### src/rtl/rxq_pkg.sv
// Package: shared encodings for the receive status queue.
// Assumes the host-visible status layout: bit 15 busy/empty, bits 14..11
// error field, bits 10..0 byte count.
package rxq_pkg;
    localparam int STAT_W = 16;
    localparam int LEN_W  = 11;

    // Error codes presented by the MAC with its end-of-packet event.
    localparam logic [2:0] MERR_NONE    = 3'd0;
    localparam logic [2:0] MERR_OVERRUN = 3'd1;
    localparam logic [2:0] MERR_RUNT    = 3'd2;
    localparam logic [2:0] MERR_ALIGN   = 3'd3;
    localparam logic [2:0] MERR_CRC     = 3'd4;
    localparam logic [2:0] MERR_DRIBBLE = 3'd5;

    // Error field values as the host decodes them (bits 14..11).
    localparam logic [3:0] FLD_NONE     = 4'b0000;
    localparam logic [3:0] FLD_OVERRUN  = 4'b1000;
    localparam logic [3:0] FLD_RUNT     = 4'b1011;
    localparam logic [3:0] FLD_ALIGN    = 4'b1100;
    localparam logic [3:0] FLD_CRC      = 4'b1101;
    localparam logic [3:0] FLD_OVERSIZE = 4'b1001;
    localparam logic [3:0] FLD_DRIBBLE  = 4'b0010;

    // Map a MAC code plus the oversize mark to the host error field.
    // A reported MAC error wins over the length-derived oversize mark.
    function automatic logic [3:0] err_field(input logic [2:0] code, input logic oversize);
        logic [3:0] f;
        case (code)
            MERR_OVERRUN: f = FLD_OVERRUN;
            MERR_RUNT:    f = FLD_RUNT;
            MERR_ALIGN:   f = FLD_ALIGN;
            MERR_CRC:     f = FLD_CRC;
            MERR_DRIBBLE: f = FLD_DRIBBLE;
            default:      f = oversize ? FLD_OVERSIZE : FLD_NONE;
        endcase
        return f;
    endfunction
endpackage

### src/rtl/rxq_desc_store.sv
// Descriptor ring: one entry per packet held in the receive FIFO.
// Assumes a well-formed MAC event stream: start, bytes, end; a start while a
// packet is open is ignored. Entries are allocated at the tail, popped at the
// head only when complete. A start while full is refused and its bytes and
// end are swallowed.
module rxq_desc_store
    import rxq_pkg::*;
#(
    parameter int DEPTH   = 8,
    parameter int MAX_LEN = 1514,
    parameter int REF_W   = 8
) (
    input  logic             clk,
    input  logic             rst_n,
    input  logic             clr,
    input  logic             mac_start,
    input  logic             mac_byte,
    input  logic             mac_end,
    input  logic [2:0]       mac_err,
    input  logic             pop_req,
    output logic [LEN_W-1:0] head_cnt,
    output logic [3:0]       head_fld,
    output logic             head_done,
    output logic             empty,
    output logic             full,
    output logic             receiving,
    output logic             rx_complete,
    output logic             pop,
    output logic [REF_W-1:0] refused_cnt
);
    localparam int PTR_W = (DEPTH > 1) ? $clog2(DEPTH) : 1;
    localparam int OCC_W = $clog2(DEPTH + 1);
    localparam logic [LEN_W-1:0] LEN_CAP = LEN_W'(MAX_LEN);

    logic [LEN_W-1:0] cnt_q  [DEPTH];
    logic [3:0]       fld_q  [DEPTH];
    logic             done_q [DEPTH];

    logic [PTR_W-1:0] head_q, tail_q, cur_q;
    logic [OCC_W-1:0] occ_q;
    logic             recv_q, drop_q, ovsz_q, cmpl_q;
    logic [REF_W-1:0] ref_q;

    logic idle_mac, accept, refuse, byte_ok, ovsz_hit, end_ok;

    // Next pointer position with wrap at DEPTH.
    function automatic logic [PTR_W-1:0] nxt(input logic [PTR_W-1:0] p);
        return (p == PTR_W'(DEPTH - 1)) ? '0 : p + 1'b1;
    endfunction

    // Event qualification against the current ring state.
    always_comb begin
        empty    = (occ_q == '0);
        full     = (occ_q == OCC_W'(DEPTH));
        idle_mac = !recv_q && !drop_q;
        accept   = mac_start && idle_mac && !full;
        refuse   = mac_start && idle_mac && full;
        byte_ok  = recv_q && mac_byte && (cnt_q[cur_q] != LEN_CAP);
        ovsz_hit = recv_q && mac_byte && (cnt_q[cur_q] == LEN_CAP);
        end_ok   = recv_q && mac_end;
        pop      = pop_req && !empty && done_q[head_q];
    end

    // Per-entry storage: allocate, count bytes, close, release on pop.
    for (genvar g = 0; g < DEPTH; g++) begin : g_ent
        logic sel_new, sel_cur, sel_pop;
        assign sel_new = accept && (tail_q == PTR_W'(g));
        assign sel_cur = recv_q && (cur_q == PTR_W'(g));
        assign sel_pop = pop && (head_q == PTR_W'(g));

        always_ff @(posedge clk) begin
            if (!rst_n) begin
                cnt_q[g]  <= '0;
                fld_q[g]  <= '0;
                done_q[g] <= 1'b0;
            end else if (clr) begin
                done_q[g] <= 1'b0;
            end else if (sel_new) begin
                cnt_q[g]  <= '0;
                fld_q[g]  <= '0;
                done_q[g] <= 1'b0;
            end else if (sel_cur) begin
                if (byte_ok) cnt_q[g] <= cnt_q[g] + 1'b1;
                if (end_ok) begin
                    done_q[g] <= 1'b1;
                    fld_q[g]  <= err_field(mac_err, ovsz_q || ovsz_hit);
                end
            end else if (sel_pop) begin
                done_q[g] <= 1'b0;
            end
        end
    end

    // Ring pointers and occupancy.
    always_ff @(posedge clk) begin
        if (!rst_n || clr) begin
            head_q <= '0;
            tail_q <= '0;
            cur_q  <= '0;
            occ_q  <= '0;
        end else begin
            if (accept) begin
                cur_q  <= tail_q;
                tail_q <= nxt(tail_q);
            end
            if (pop) head_q <= nxt(head_q);
            occ_q <= occ_q + OCC_W'(accept) - OCC_W'(pop);
        end
    end

    // Packet-in-flight state, refusal tracking and completion pulse.
    always_ff @(posedge clk) begin
        if (!rst_n || clr) begin
            recv_q <= 1'b0;
            drop_q <= 1'b0;
            ovsz_q <= 1'b0;
            cmpl_q <= 1'b0;
            ref_q  <= '0;
        end else begin
            cmpl_q <= end_ok;
            if (accept) begin
                recv_q <= 1'b1;
                ovsz_q <= 1'b0;
            end else if (end_ok) begin
                recv_q <= 1'b0;
            end else if (ovsz_hit) begin
                ovsz_q <= 1'b1;
            end
            if (refuse) begin
                drop_q <= 1'b1;
                if (ref_q != '1) ref_q <= ref_q + 1'b1;
            end else if (drop_q && mac_end) begin
                drop_q <= 1'b0;
            end
        end
    end

    assign head_cnt    = cnt_q[head_q];
    assign head_fld    = fld_q[head_q];
    assign head_done   = done_q[head_q];
    assign receiving   = recv_q;
    assign rx_complete = cmpl_q;
    assign refused_cnt = ref_q;

    // Occupancy never exceeds the descriptor capacity.
    assert_occ_bound_R5: assert property (@(posedge clk) disable iff (!rst_n)
        occ_q <= OCC_W'(DEPTH));

    // A refused-packet count step only follows a full queue.
    assert_refuse_when_full_R5: assert property (@(posedge clk) disable iff (!rst_n)
        (ref_q != $past(ref_q) && !$past(clr)) |-> $past(full));

    // The completion pulse comes after the packet stopped arriving.
    assert_complete_after_end_R11: assert property (@(posedge clk) disable iff (!rst_n)
        rx_complete |-> !recv_q);
endmodule

### src/rtl/rxq_read_track.sv
// Host read tracker: counts bytes consumed from the oldest packet and flags
// reads that go past what has been received. Assumes pop and clear come from
// the descriptor ring and the status block; the underrun flag is sticky.
module rxq_read_track
    import rxq_pkg::*;
(
    input  logic             clk,
    input  logic             rst_n,
    input  logic             clr,
    input  logic             host_rd,
    input  logic             pop,
    input  logic             empty,
    input  logic [LEN_W-1:0] head_cnt,
    output logic [LEN_W-1:0] rd_cnt,
    output logic             underrun
);
    logic rd_ok;

    // A read is valid only while unread bytes of the oldest packet exist.
    assign rd_ok = !empty && (rd_cnt < head_cnt);

    // Consumed counter: restarts on pop, advances on valid reads.
    always_ff @(posedge clk) begin
        if (!rst_n || clr) begin
            rd_cnt <= '0;
        end else if (pop) begin
            rd_cnt <= '0;
        end else if (host_rd && rd_ok) begin
            rd_cnt <= rd_cnt + 1'b1;
        end
    end

    // Sticky underrun: any read with nothing available sets it.
    always_ff @(posedge clk) begin
        if (!rst_n || clr) begin
            underrun <= 1'b0;
        end else if (host_rd && !rd_ok) begin
            underrun <= 1'b1;
        end
    end

    // Once set, underrun holds until a clear.
    assert_underrun_sticky_R8: assert property (@(posedge clk) disable iff (!rst_n)
        ($past(underrun) && !$past(clr)) |-> underrun);

    // Consumed bytes never pass the bytes the ring holds for the head.
    assert_rd_within_count_R7: assert property (@(posedge clk) disable iff (!rst_n)
        !empty |-> rd_cnt <= head_cnt);
endmodule

### src/rtl/rxq_status_fmt.sv
// Status formatter: packs the head descriptor into the host status word.
// Assumes the head fields are only meaningful while the ring is not empty.
module rxq_status_fmt
    import rxq_pkg::*;
(
    input  logic              empty,
    input  logic              head_done,
    input  logic [LEN_W-1:0]  head_cnt,
    input  logic [3:0]        head_fld,
    output logic [STAT_W-1:0] status_word
);
    logic busy;

    // Busy when nothing queued or the head packet is still arriving.
    always_comb begin
        busy        = empty || !head_done;
        status_word = {busy,
                       busy  ? 4'b0000 : head_fld,
                       empty ? {LEN_W{1'b0}} : head_cnt};
    end
endmodule

### src/rtl/rx_pkt_status_queue.sv
// Top: receive packet status queue. Ties the descriptor ring, the host read
// tracker and the status formatter together. Assumes all strobes are
// synchronous single-cycle pulses; rx_reset acts as a block-local clear.
module rx_pkt_status_queue
    import rxq_pkg::*;
#(
    parameter int DEPTH   = 8,
    parameter int MAX_LEN = 1514,
    parameter int REF_W   = 8
) (
    input  logic              clk,
    input  logic              rst_n,
    input  logic              mac_start,
    input  logic              mac_byte,
    input  logic              mac_end,
    input  logic [2:0]        mac_err,
    input  logic              host_rd,
    input  logic              host_discard,
    input  logic              rx_reset,
    output logic [15:0]       status_word,
    output logic [10:0]       rd_count,
    output logic              receiving,
    output logic              stat_overrun,
    output logic              rx_underrun,
    output logic              adapter_fail,
    output logic              rx_complete,
    output logic [REF_W-1:0]  refused_cnt
);
    logic [LEN_W-1:0] head_cnt;
    logic [3:0]       head_fld;
    logic             head_done, empty, full, pop, underrun;

    rxq_desc_store #(.DEPTH(DEPTH), .MAX_LEN(MAX_LEN), .REF_W(REF_W)) i_store (
        .clk(clk), .rst_n(rst_n), .clr(rx_reset),
        .mac_start(mac_start), .mac_byte(mac_byte), .mac_end(mac_end),
        .mac_err(mac_err), .pop_req(host_discard),
        .head_cnt(head_cnt), .head_fld(head_fld), .head_done(head_done),
        .empty(empty), .full(full), .receiving(receiving),
        .rx_complete(rx_complete), .pop(pop), .refused_cnt(refused_cnt)
    );

    rxq_read_track i_track (
        .clk(clk), .rst_n(rst_n), .clr(rx_reset),
        .host_rd(host_rd), .pop(pop), .empty(empty), .head_cnt(head_cnt),
        .rd_cnt(rd_count), .underrun(underrun)
    );

    rxq_status_fmt i_fmt (
        .empty(empty), .head_done(head_done), .head_cnt(head_cnt),
        .head_fld(head_fld), .status_word(status_word)
    );

    assign stat_overrun = full;
    assign rx_underrun  = underrun;
    assign adapter_fail = underrun;

    // When a completion pulses, the head must be a completed packet.
    assert_complete_shows_done_R11: assert property (@(posedge clk) disable iff (!rst_n)
        rx_complete |-> !status_word[15]);
endmodule

### config.mk
export PLATFORM = sky130hd
export DESIGN_NAME = rx_pkt_status_queue
export DESIGN_NICKNAME = d
export VERILOG_FILES = /design/src/rtl/rxq_pkg.sv /design/src/rtl/rxq_desc_store.sv /design/src/rtl/rxq_read_track.sv /design/src/rtl/rxq_status_fmt.sv /design/src/rtl/rx_pkt_status_queue.sv
export SDC_FILE = /design/constraint.sdc
export NUM_CORES = 1
export LEC_CHECK = 0
export ABC_AREA = 0
export BUFFER_PORTS_ARGS = -buffer_cell sky130_fd_sc_hd__buf_2
export CORE_MARGIN = 1
export CORE_UTILIZATION = 30
export DETAILED_ROUTE_END_ITERATION = 10
export GPL_TIMING_DRIVEN = 1
export SKIP_CTS_REPAIR_TIMING = 1
export SYNTH_ARGS = -nofsm -noshare
export SYNTH_HDL_FRONTEND = slang
export SYNTH_HIERARCHICAL = 1
export SYNTH_SLANG_ARGS = --single-unit
### constraint.sdc
create_clock -name clk -period 5.4 [get_ports clk]
set_input_delay 1.08 -clock clk [delete_from_list [all_inputs] [get_ports clk]]
set_output_delay 1.08 -clock clk [all_outputs]
set_load 0.02 [all_outputs]
==> flow_metrics.py, run 1 <==
metrics = {
    "outcome": {
        "outcome": "finished, final reports clean",
    },
    "sta": {
        "fmax_ghz": 0.257,
        "slew_headroom": 0.231,
        "layout_min_cycle_time_ns": 3.88,
        "hold_viol_final": 0,
        "rsz0062_at_grt": "no",
        "max_slew.worst_pin.slew_ns": 1.14,
        "slew_violations": 0,
        "setup_tns_ns": 0,
        "skew_ns": 0.0178,
        "period_share": 0.719,
        "setup_viol": 0,
        "timing.hold.ws_ns": 0.476,
    },
    "pwr": {
        "power_leakage_uw": 0.00392,
        "ir_drop_uv": 190,
        "p_per_area_nw_per_um2": 259,
    },
    "drt": {
        "antenna_left": 0,
        "dr.pass1.iters": 5,
        "wl_per_cell_um": 18.4,
        "vias": 7871,
        "drtIter0Drc": 694,
        "drc": 0,
        "viasPerCell": 5.41,
        "routed_wl_um": 26700,
    },
    "synth": {
        "synth-edff-count": 127,
        "synth_cell_types": 65,
        "synthCells": 961,
        "syn_avg_cell_area_um2": 10.6,
        "yosysWarnings": 6,
        "async_flop_share": 0,
        "seq_area_frac_synth": 0.461,
        "synth_area_um2": 10200,
        "synth_fp_nets": 1012,
        "yosys_most_used_dff": "edfxtp_1",
        "synth-seq-cells": 171,
    },
    "grt": {
        "grt_max_degree": 61,
        "antenna_found_initial": 0,
        "track_usage": 0.159,
        "grt.overflow.total": 0,
        "grt_first_pass_wirelength_um": 42000,
        "first_global_vias": 7184,
    },
    "clock_network": {
        "clk_latency_ns": 0.45,
        "cts_made_buffers": 17,
        "cts.sinks": 171,
        "h-tree-depth": 4,
        "ctsLongestPathBuffers": 2,
        "cts_tree": "yes",
        "cts_root_buffer": "clkbuf_16",
        "clk_pin_slew_worst_paths_ns": 0.07,
    },
    "setup_path": {
        "cp-end-kind": "primary output",
        "worstSetupPathType": "register to primary output",
        "cp_data_arrival_time_ns": 2.80,
        "worstPathMaxFanout": 32,
        "start_kind": "register",
        "crit_required_ns": 4.32,
    },
    "cells_and_area": {
        "mostFrequentLayoutCells": "edfxtp_1, nor3_1, nand2_1",
        "num_antenna_cells": 0,
        "area_growth_pct": 12.4,
        "layout_commonest_cell": "edfxtp_1",
        "post_route_cells_drive_above_1_share": 0.153,
        "fin_nets": 1044,
    },
    "placement": {
        "port_buffers": 50,
        "hpwl_um": 19700,
        "gp_congestion": 0.895,
    },
    "floorplanning": {
        "num_rows": 67,
        "die_h_um": 186,
        "design.die.area_um2": 34700,
        "die_x_um": 186,
        "initial_core_util": 0.304,
        "core_area_um2": 33400,
        "ioPinCount": 51,
    },
    "hold_path": {
        "holdCritPathClass": "register to register",
    },
    "run": {
        "cap_violations": 0,
    },
}
## where the power goes
group	switching [uW]	internal, uW
clock network	608	623
logic	139	86.0
registers	57.5	1450
total	805	2160
## flip-flops by register name, summed over array words and instances (netlist names), named ones only
name	count
i_store/tail_q	3
i_store/rx_complete	1
i_track/underrun	1
i_store/head_q	3
i_store/receiving	1
i_store/cnt_q	88
i_store/ovsz_q	1
i_track/rd_cnt	11
i_store/done_q	8
i_store/drop_q	1
i_store/cur_q	3
i_store/fld_q	32
i_store/refused_cnt	8
i_store/occ_q	4
## synth_stat cells (18+ instances only)
cell | instances | area [um^2]
nand3_1 | 46 | 230
edfxtp_1 | 127 | 3810
dfxtp_1 | 44 | 881
nor2b_1 | 18 | 113
inv_1 | 37 | 139
nand2_1 | 74 | 278
nor3_1 | 78 | 390
clkbuf_1 | 23 | 86.3
xor2_1 | 40 | 350
o21ai_0 | 21 | 105
nor4_1 | 20 | 125
xnor2_1 | 39 | 342
nor2_1 | 66 | 248
and3_1 | 19 | 119
ha_1 | 39 | 488
mux4_2 | 32 | 721
a21oi_1 | 39 | 195
## kinds of logic (layout without fill, tap and decap cells)
group | count (synthesis) | in the layout | synth area share
xor gates and xnor gates | 79 | 79 | 0.0680
DFF | 171 | 171 | 0.461
and+or+nand+nor | 405 | 405 | 0.209
AOI/OAI and AO/OA | 127 | 127 | 0.0810
buffers and inverters | 87 | 132 | 0.0387
muxes | 52 | 52 | 0.0924
adders and majority gates | 40 | 40 | 0.0499
## per-layer routing
metal / vias to the layer above / GRT usage / share of wire
li1: 3659 / - / -
met1: 3828 / 0.229 / 0.45
met2: 341 / 0.234 / 0.45
met3: 43 / 0.0331 / 0.073
met4: 0 / 0.0557 / 0.027
met5: - / 0 / 0
## critical path, cell delays in order, from the launching register on
cell,delay [ns]
dfxtp_2,1.05
mux4_2,0.61
mux2_2,0.35
and3b_1,0.20
buf_2,0.16
## worst paths after layout
path | cells after the start | slack (ns) | start | end
setup reg to reg | 9 | 1.58 | register | i_track/rd_cnt[9]
setup / recovery | 4 | 1.52 | register | status_word[11]
hold / removal | 2 | 0.48 | i_track/underrun | i_track/underrun
hold reg to reg | 2 | 0.48 | i_track/underrun | i_track/underrun
## cell type report
class / count / area, um^2
fill: 3333 / 22000
timing repair buffer: 62 / 340
inverter: 38 / 143
sequential: 171 / 4700
clock buffer: 17 / 425
tap: 448 / 561
clock inverter: 15 / 169
multi-input combinational: 703 / 5100
## stage by stage
step	util	area (um^2)	instances	total power, uW	worst slack [ns]
finish	0.342	11400	1454	2960	1.52
global route	0.342	11400	1454	3070	1.27
CTS	0.342	11400	1454	2990	1.45
detailed placement	0.324	10800	1422	1760	1.60
global placement	0.324	10800	1422	1750	1.69
floorplan	-	10200	961	1670	2.15
No activity file was read; power rests on OpenSTA's default activity.
==> run 2: changes to the inputs <==
==> constraint.sdc (replaced) <==
create_clock -name clk -period 3.75 [get_ports clk]
set_input_delay 0.75 -clock clk [delete_from_list [all_inputs] [get_ports clk]]
set_output_delay 0.75 -clock clk [all_outputs]
set_load 0.02 [all_outputs]
==> run 2 against run 1 <==
Net effect: final area up 0.43%; wire length up 1.8%; power up 43%; largest power group unchanged; sequential share of layout area down 0.17 points; clock skew down 0.0056 ns; via count down 0.30%; hold slack better by 0.00092 ns; count of clock-buffer cells in the layout up 4; combinational power up 47%; sequential cell count unchanged; first-iteration DRC count up 11%.
==> flow_metrics.py, run 2 (synthesized netlist as in run 1, its figures left out) <==
metrics = {
    "outcome": {
        "outcome": "finished, final reports clean",
    },
    "clock_network": {
        "cts_root_buffer": "clkbuf_16",
        "cts_tree": "yes",
        "clk_latency_ns": 0.44,
        "cts_made_buffers": 17,
        "cts.sinks": 171,
        "h-tree-depth": 4,
        "ctsLongestPathBuffers": 2,
        "clk_pin_slew_worst_paths_ns": 0.07,
    },
    "placement": {
        "port_buffers": 50,
        "place_ws_ns": 0.513,
        "place_inst": 1429,
        "hpwl_um": 19600,
        "gp_congestion": 0.898,
    },
    "drt": {
        "routed_wl_um": 27200,
        "drc": 0,
        "antenna_left": 0,
        "drtIter0Drc": 773,
        "wl_per_cell_um": 18.6,
        "vias": 7847,
        "dr.pass1.iters": 5,
        "viasPerCell": 5.37,
    },
    "cells_and_area": {
        "largestRegisters": "i_store/cnt_q x88, i_store/fld_q x32, i_track/rd_cnt x11",
        "register_area_um2": 4700,
        "multi_input_comb_area_um2": 5100,
        "fin_nets": 1051,
        "nFillCells": 3350,
        "layout_commonest_cell": "edfxtp_1",
        "largest-register": "i_store/cnt_q",
        "post_route_cells_drive_above_1_share": 0.157,
        "largest_register_ffs": 88,
        "instances_no_fill": 1461,
        "mostFrequentLayoutCells": "edfxtp_1, nor3_1, nand2_1",
        "num_antenna_cells": 0,
        "area_growth_pct": 12.8,
    },
    "setup_path": {
        "cp_data_arrival_time_ns": 3.69,
        "worstPathMaxFanout": 32,
        "cp_cell_sequence": "buf_12, mux4_2, mux2_2, inv_1, ha_1, nand2_1, o21a_1, o31ai_2, o311ai_0, o31ai_1",
        "cp-end-kind": "register",
        "worstSetupPathType": "register to register",
        "cp_slowest_stage_delay_ns": 0.87,
        "cpMaxStageDelayCell": "o31ai_2",
        "reg2regPathDepth": 10,
        "crit_required_ns": 4.11,
        "start_kind": "register",
    },
    "pwr": {
        "ir_drop_uv": 275,
        "power_leakage_uw": 0.00396,
        "p_total_uw": 4230,
        "p_per_area_nw_per_um2": 368,
    },
    "sta": {
        "fmax_ghz": 0.300,
        "hold_viol_final": 0,
        "skew_ns": 0.0122,
        "slew_violations": 0,
        "fin_ws_ns": 0.419,
        "layout_min_cycle_time_ns": 3.33,
        "slew_headroom": 0.228,
        "setup_viol": 0,
        "rsz0062_at_grt": "no",
        "period_share": 0.888,
        "max_slew.worst_pin.slew_ns": 1.15,
        "timing.hold.ws_ns": 0.477,
        "setup_tns_ns": 0,
    },
    "grt": {
        "track_usage": 0.161,
        "grt.overflow.total": 0,
        "grt_first_pass_wirelength_um": 42500,
        "antenna_found_initial": 0,
        "grt_max_degree": 97,
        "first_global_vias": 7347,
    },
    "floorplanning": {
        "design.die.area_um2": 34700,
        "die_x_um": 186,
        "die_h_um": 186,
        "ioPinCount": 51,
        "initial_core_util": 0.304,
        "core_area_um2": 33400,
        "num_rows": 67,
    },
    "run": {
        "cap_violations": 0,
    },
    "hold_path": {
        "hold_depth": 2,
        "hp-start": "i_track/underrun",
        "holdCritPathClass": "register to register",
    },
}
run 2: final cells by class:
cell class,instances,area share
multi-input cells,703,0.444
well taps,448,0.0488
clock inverters,11,0.00730
clock buffers,21,0.0419
inverters,38,0.0124
flip-flops and latches,171,0.409
repair buffers,69,0.0364
run 2: layer usage:
layer | global-route usage | wire [um] | share of wire
met4 | 0.0452 | 476 | 0.018
met2 | 0.245 | 12300 | 0.45
met3 | 0.0343 | 1750 | 0.064
met5 | 0 | 0 | 0
met1 | 0.229 | 12600 | 0.47
run 2: worst max-delay path: cells and delay by family (launching register included):
| family | cells | cell delay, ns |
|---|---|---|
| DFF | 1 | 0.34 |
| and+or+nand+nor | 1 | 0.09 |
| adders and majority gates | 1 | 0.16 |
| buffers and inverters | 2 | 0.32 |
| muxes | 2 | 0.84 |
| AOI/OAI and AO/OA | 4 | 1.46 |
run 2: worst paths after layout:
kind / end / slack (ns)
max: i_track/rd_cnt[9] / 0.42
min: i_track/underrun / 0.48
max reg2reg: i_track/rd_cnt[9] / 0.42
min reg2reg: i_track/underrun / 0.48
run 2: metrics by stage:
stage / cell area [um^2] / utilization
after floorplan: 10200 / -
after global placement: 10900 / 0.327
after detailed placement: 10900 / 0.327
after CTS: 11500 / 0.343
after global routing: 11500 / 0.343
final: 11500 / 0.343
run 2: report_power, final:
part / switching, uW / internal (uW) / leakage (uW)
sequential: 81.0 / 2090 / 0.00168
clock: 797 / 934 / 0.000289
combinational: 204 / 128 / 0.00199
total: 1080 / 3150 / 0.00396
==> run 3: changes to the inputs <==
--- a/config.mk
+++ b/config.mk
@@ -11,6 +11,8 @@
 export CORE_UTILIZATION = 30
 export DETAILED_ROUTE_END_ITERATION = 10
 export GPL_TIMING_DRIVEN = 1
+export RECOVER_POWER = 25
+export SETUP_SLACK_MARGIN = 0.1
 export SKIP_CTS_REPAIR_TIMING = 1
 export SYNTH_ARGS = -nofsm -noshare
 export SYNTH_HDL_FRONTEND = slang
==> run 3 against run 2 <==
Net effect: worst setup slack worse by 0.042 ns; fmax shrank 1.3%; count of clock-buffer cells in the layout unchanged; sequential power about the same; non-clock buffer count stayed put; sequential share of layout area rose by 0.17 points; final area down 0.45%; clock power hardly changed; critical path type unchanged; largest cell class unchanged.
==> flow_metrics.py, run 3 (synthesized netlist as in run 1, its figures left out) <==
metrics = {
    "outcome": {
        "outcome": "finished, final reports clean",
    },
    "floorplanning": {
        "ioPinCount": 51,
        "num_rows": 67,
        "die_x_um": 186,
        "core_area_um2": 33400,
        "design.die.area_um2": 34700,
        "initial_core_util": 0.304,
        "die_h_um": 186,
    },
    "sta": {
        "setup_tns_ns": 0,
        "rsz0062_at_grt": "no",
        "period_share": 0.900,
        "layout_min_cycle_time_ns": 3.37,
        "fmax_ghz": 0.296,
        "skew_ns": 0.0119,
        "setup_viol": 0,
        "slew_headroom": 0.0535,
        "slew_violations": 0,
        "hold_viol_final": 0,
        "max_slew.worst_pin.slew_ns": 1.42,
    },
    "setup_path": {
        "cp-endpoint": "i_track/rd_cnt[9]",
        "cp_data_arrival_time_ns": 3.73,
        "cp-end-kind": "register",
        "start_kind": "register",
        "crit_required_ns": 4.11,
        "worstSetupPathType": "register to register",
        "worstPathMaxFanout": 32,
        "reg2regPathDepth": 10,
        "reg2reg_slack_ns": 0.38,
        "rr_endpoint": "i_track/rd_cnt[9]",
    },
    "pwr": {
        "p_per_area_nw_per_um2": 370,
        "p_clk_frac": 0.410,
        "power.switching_uw": 1080,
        "power_leakage_uw": 0.00384,
        "p_comb_frac": 0.078,
        "seqPwrFrac": 0.513,
        "p_sw_frac": 0.256,
        "ir_drop_uv": 276,
        "internal-power_uw": 3150,
    },
    "cells_and_area": {
        "multi_input_comb_area_um2": 5100,
        "design_area_um2": 11400,
        "layout_commonest_cell": "edfxtp_1",
        "mostFrequentLayoutCells": "edfxtp_1, nor3_1, nand2_1",
        "post_route_cells_drive_above_1_share": 0.125,
        "area_growth_pct": 12.3,
        "num_antenna_cells": 0,
        "largestRegisters": "i_store/cnt_q x88, i_store/fld_q x32, i_track/rd_cnt x11",
        "largest-register": "i_store/cnt_q",
        "fin_nets": 1051,
        "nFillCells": 3372,
        "register_area_um2": 4690,
        "largest_register_ffs": 88,
    },
    "clock_network": {
        "clk_latency_ns": 0.44,
        "cts_root_buffer": "clkbuf_16",
        "cts_tree": "yes",
        "clk_pin_slew_worst_paths_ns": 0.07,
        "ctsLongestPathBuffers": 2,
        "cts_made_buffers": 17,
        "cts.sinks": 171,
        "h-tree-depth": 4,
    },
    "drt": {
        "vias": 7851,
        "wl_per_cell_um": 18.5,
        "viasPerCell": 5.37,
        "drc": 0,
        "routed_wl_um": 27100,
        "dr.pass1.iters": 5,
        "antenna_left": 0,
        "drtIter0Drc": 766,
    },
    "grt": {
        "antenna_found_initial": 0,
        "grt_first_pass_wirelength_um": 42500,
        "grt.overflow.total": 0,
        "track_usage": 0.161,
        "met1_usage": 0.229,
        "grt.met3_usage": 0.0343,
        "busiest_layer": "met2",
        "grt_max_degree": 97,
        "use_met2": 0.245,
        "first_global_vias": 7347,
    },
    "placement": {
        "hpwl_um": 19600,
        "placed_area_um2": 10900,
        "gp_congestion": 0.898,
        "port_buffers": 50,
    },
    "run": {
        "cap_violations": 0,
    },
    "hold_path": {
        "holdCritPathClass": "register to register",
    },
}
==> run 3: cell type report <==
cell class | instances | area share
Clock buffer | 21 | 0.0421
Clock inverter | 11 | 0.00733
Inverter | 38 | 0.0125
Multi-Input combinational cell | 703 | 0.446
Sequential cell | 171 | 0.411
Tap cell | 448 | 0.0490
Timing Repair Buffer | 69 | 0.0326
==> run 3: power groups by stage <==
| stage | Sequential [uW] | Combinational, uW | Clock (uW) |
|---|---|---|---|
| final | 2170 | 329 | 1730 |
| after global routing | 2180 | 360 | 1830 |
| after CTS | 2170 | 330 | 1760 |
| after detailed placement | 2210 | 328 | 0 |
| after global placement | 2210 | 324 | 0 |
| after floorplan | 2170 | 236 | 0 |
==> run 3: worst min path at each step <==
stage                     start                to  cells past startpoint
3_5_place_dp   i_track/underrun  i_track/underrun                      2
4_1_cts        i_track/underrun  i_track/underrun                      2
5_1_grt          i_store/ovsz_q    i_store/ovsz_q                      1
3_3_place_gp   i_track/underrun  i_track/underrun                      2
6_report       i_track/underrun  i_track/underrun                      2
2_1_floorplan    i_store/ovsz_q    i_store/ovsz_q                      1
==> run 3: metal layers <==
| metal | vias to the layer above | share of wire |
|---|---|---|
| met5 | - | 0 |
| met1 | 3842 | 0.46 |
| met3 | 34 | 0.068 |
| met4 | 0 | 0.018 |
| li1 | 3674 | - |
| met2 | 301 | 0.46 |
==> run 3: per-stage QoR <==
step	power [uW]	worst slack, ns	util	hold WS, ns	instances
CTS	4260	0.490	0.343	0.485	1461
finish	4230	0.377	0.342	0.484	1461
floorplan	2410	0.582	-	0.440	961
global route	4370	0.254	0.342	0.520	1461
detailed placement	2540	0.513	0.327	0.473	1429
global placement	2530	0.584	0.327	0.466	1429
==> run 3: critical path, cell delays in order (launching register included) <==
cell and delay (ns):
dfxtp_1 0.36, buf_12 0.26, mux4_2 0.55, mux2_2 0.29, inv_1 0.07, ha_1 0.16, nand2_1 0.08, o21a_1 0.21
o31ai_2 0.90, o311ai_0 0.26, o31ai_1 0.11
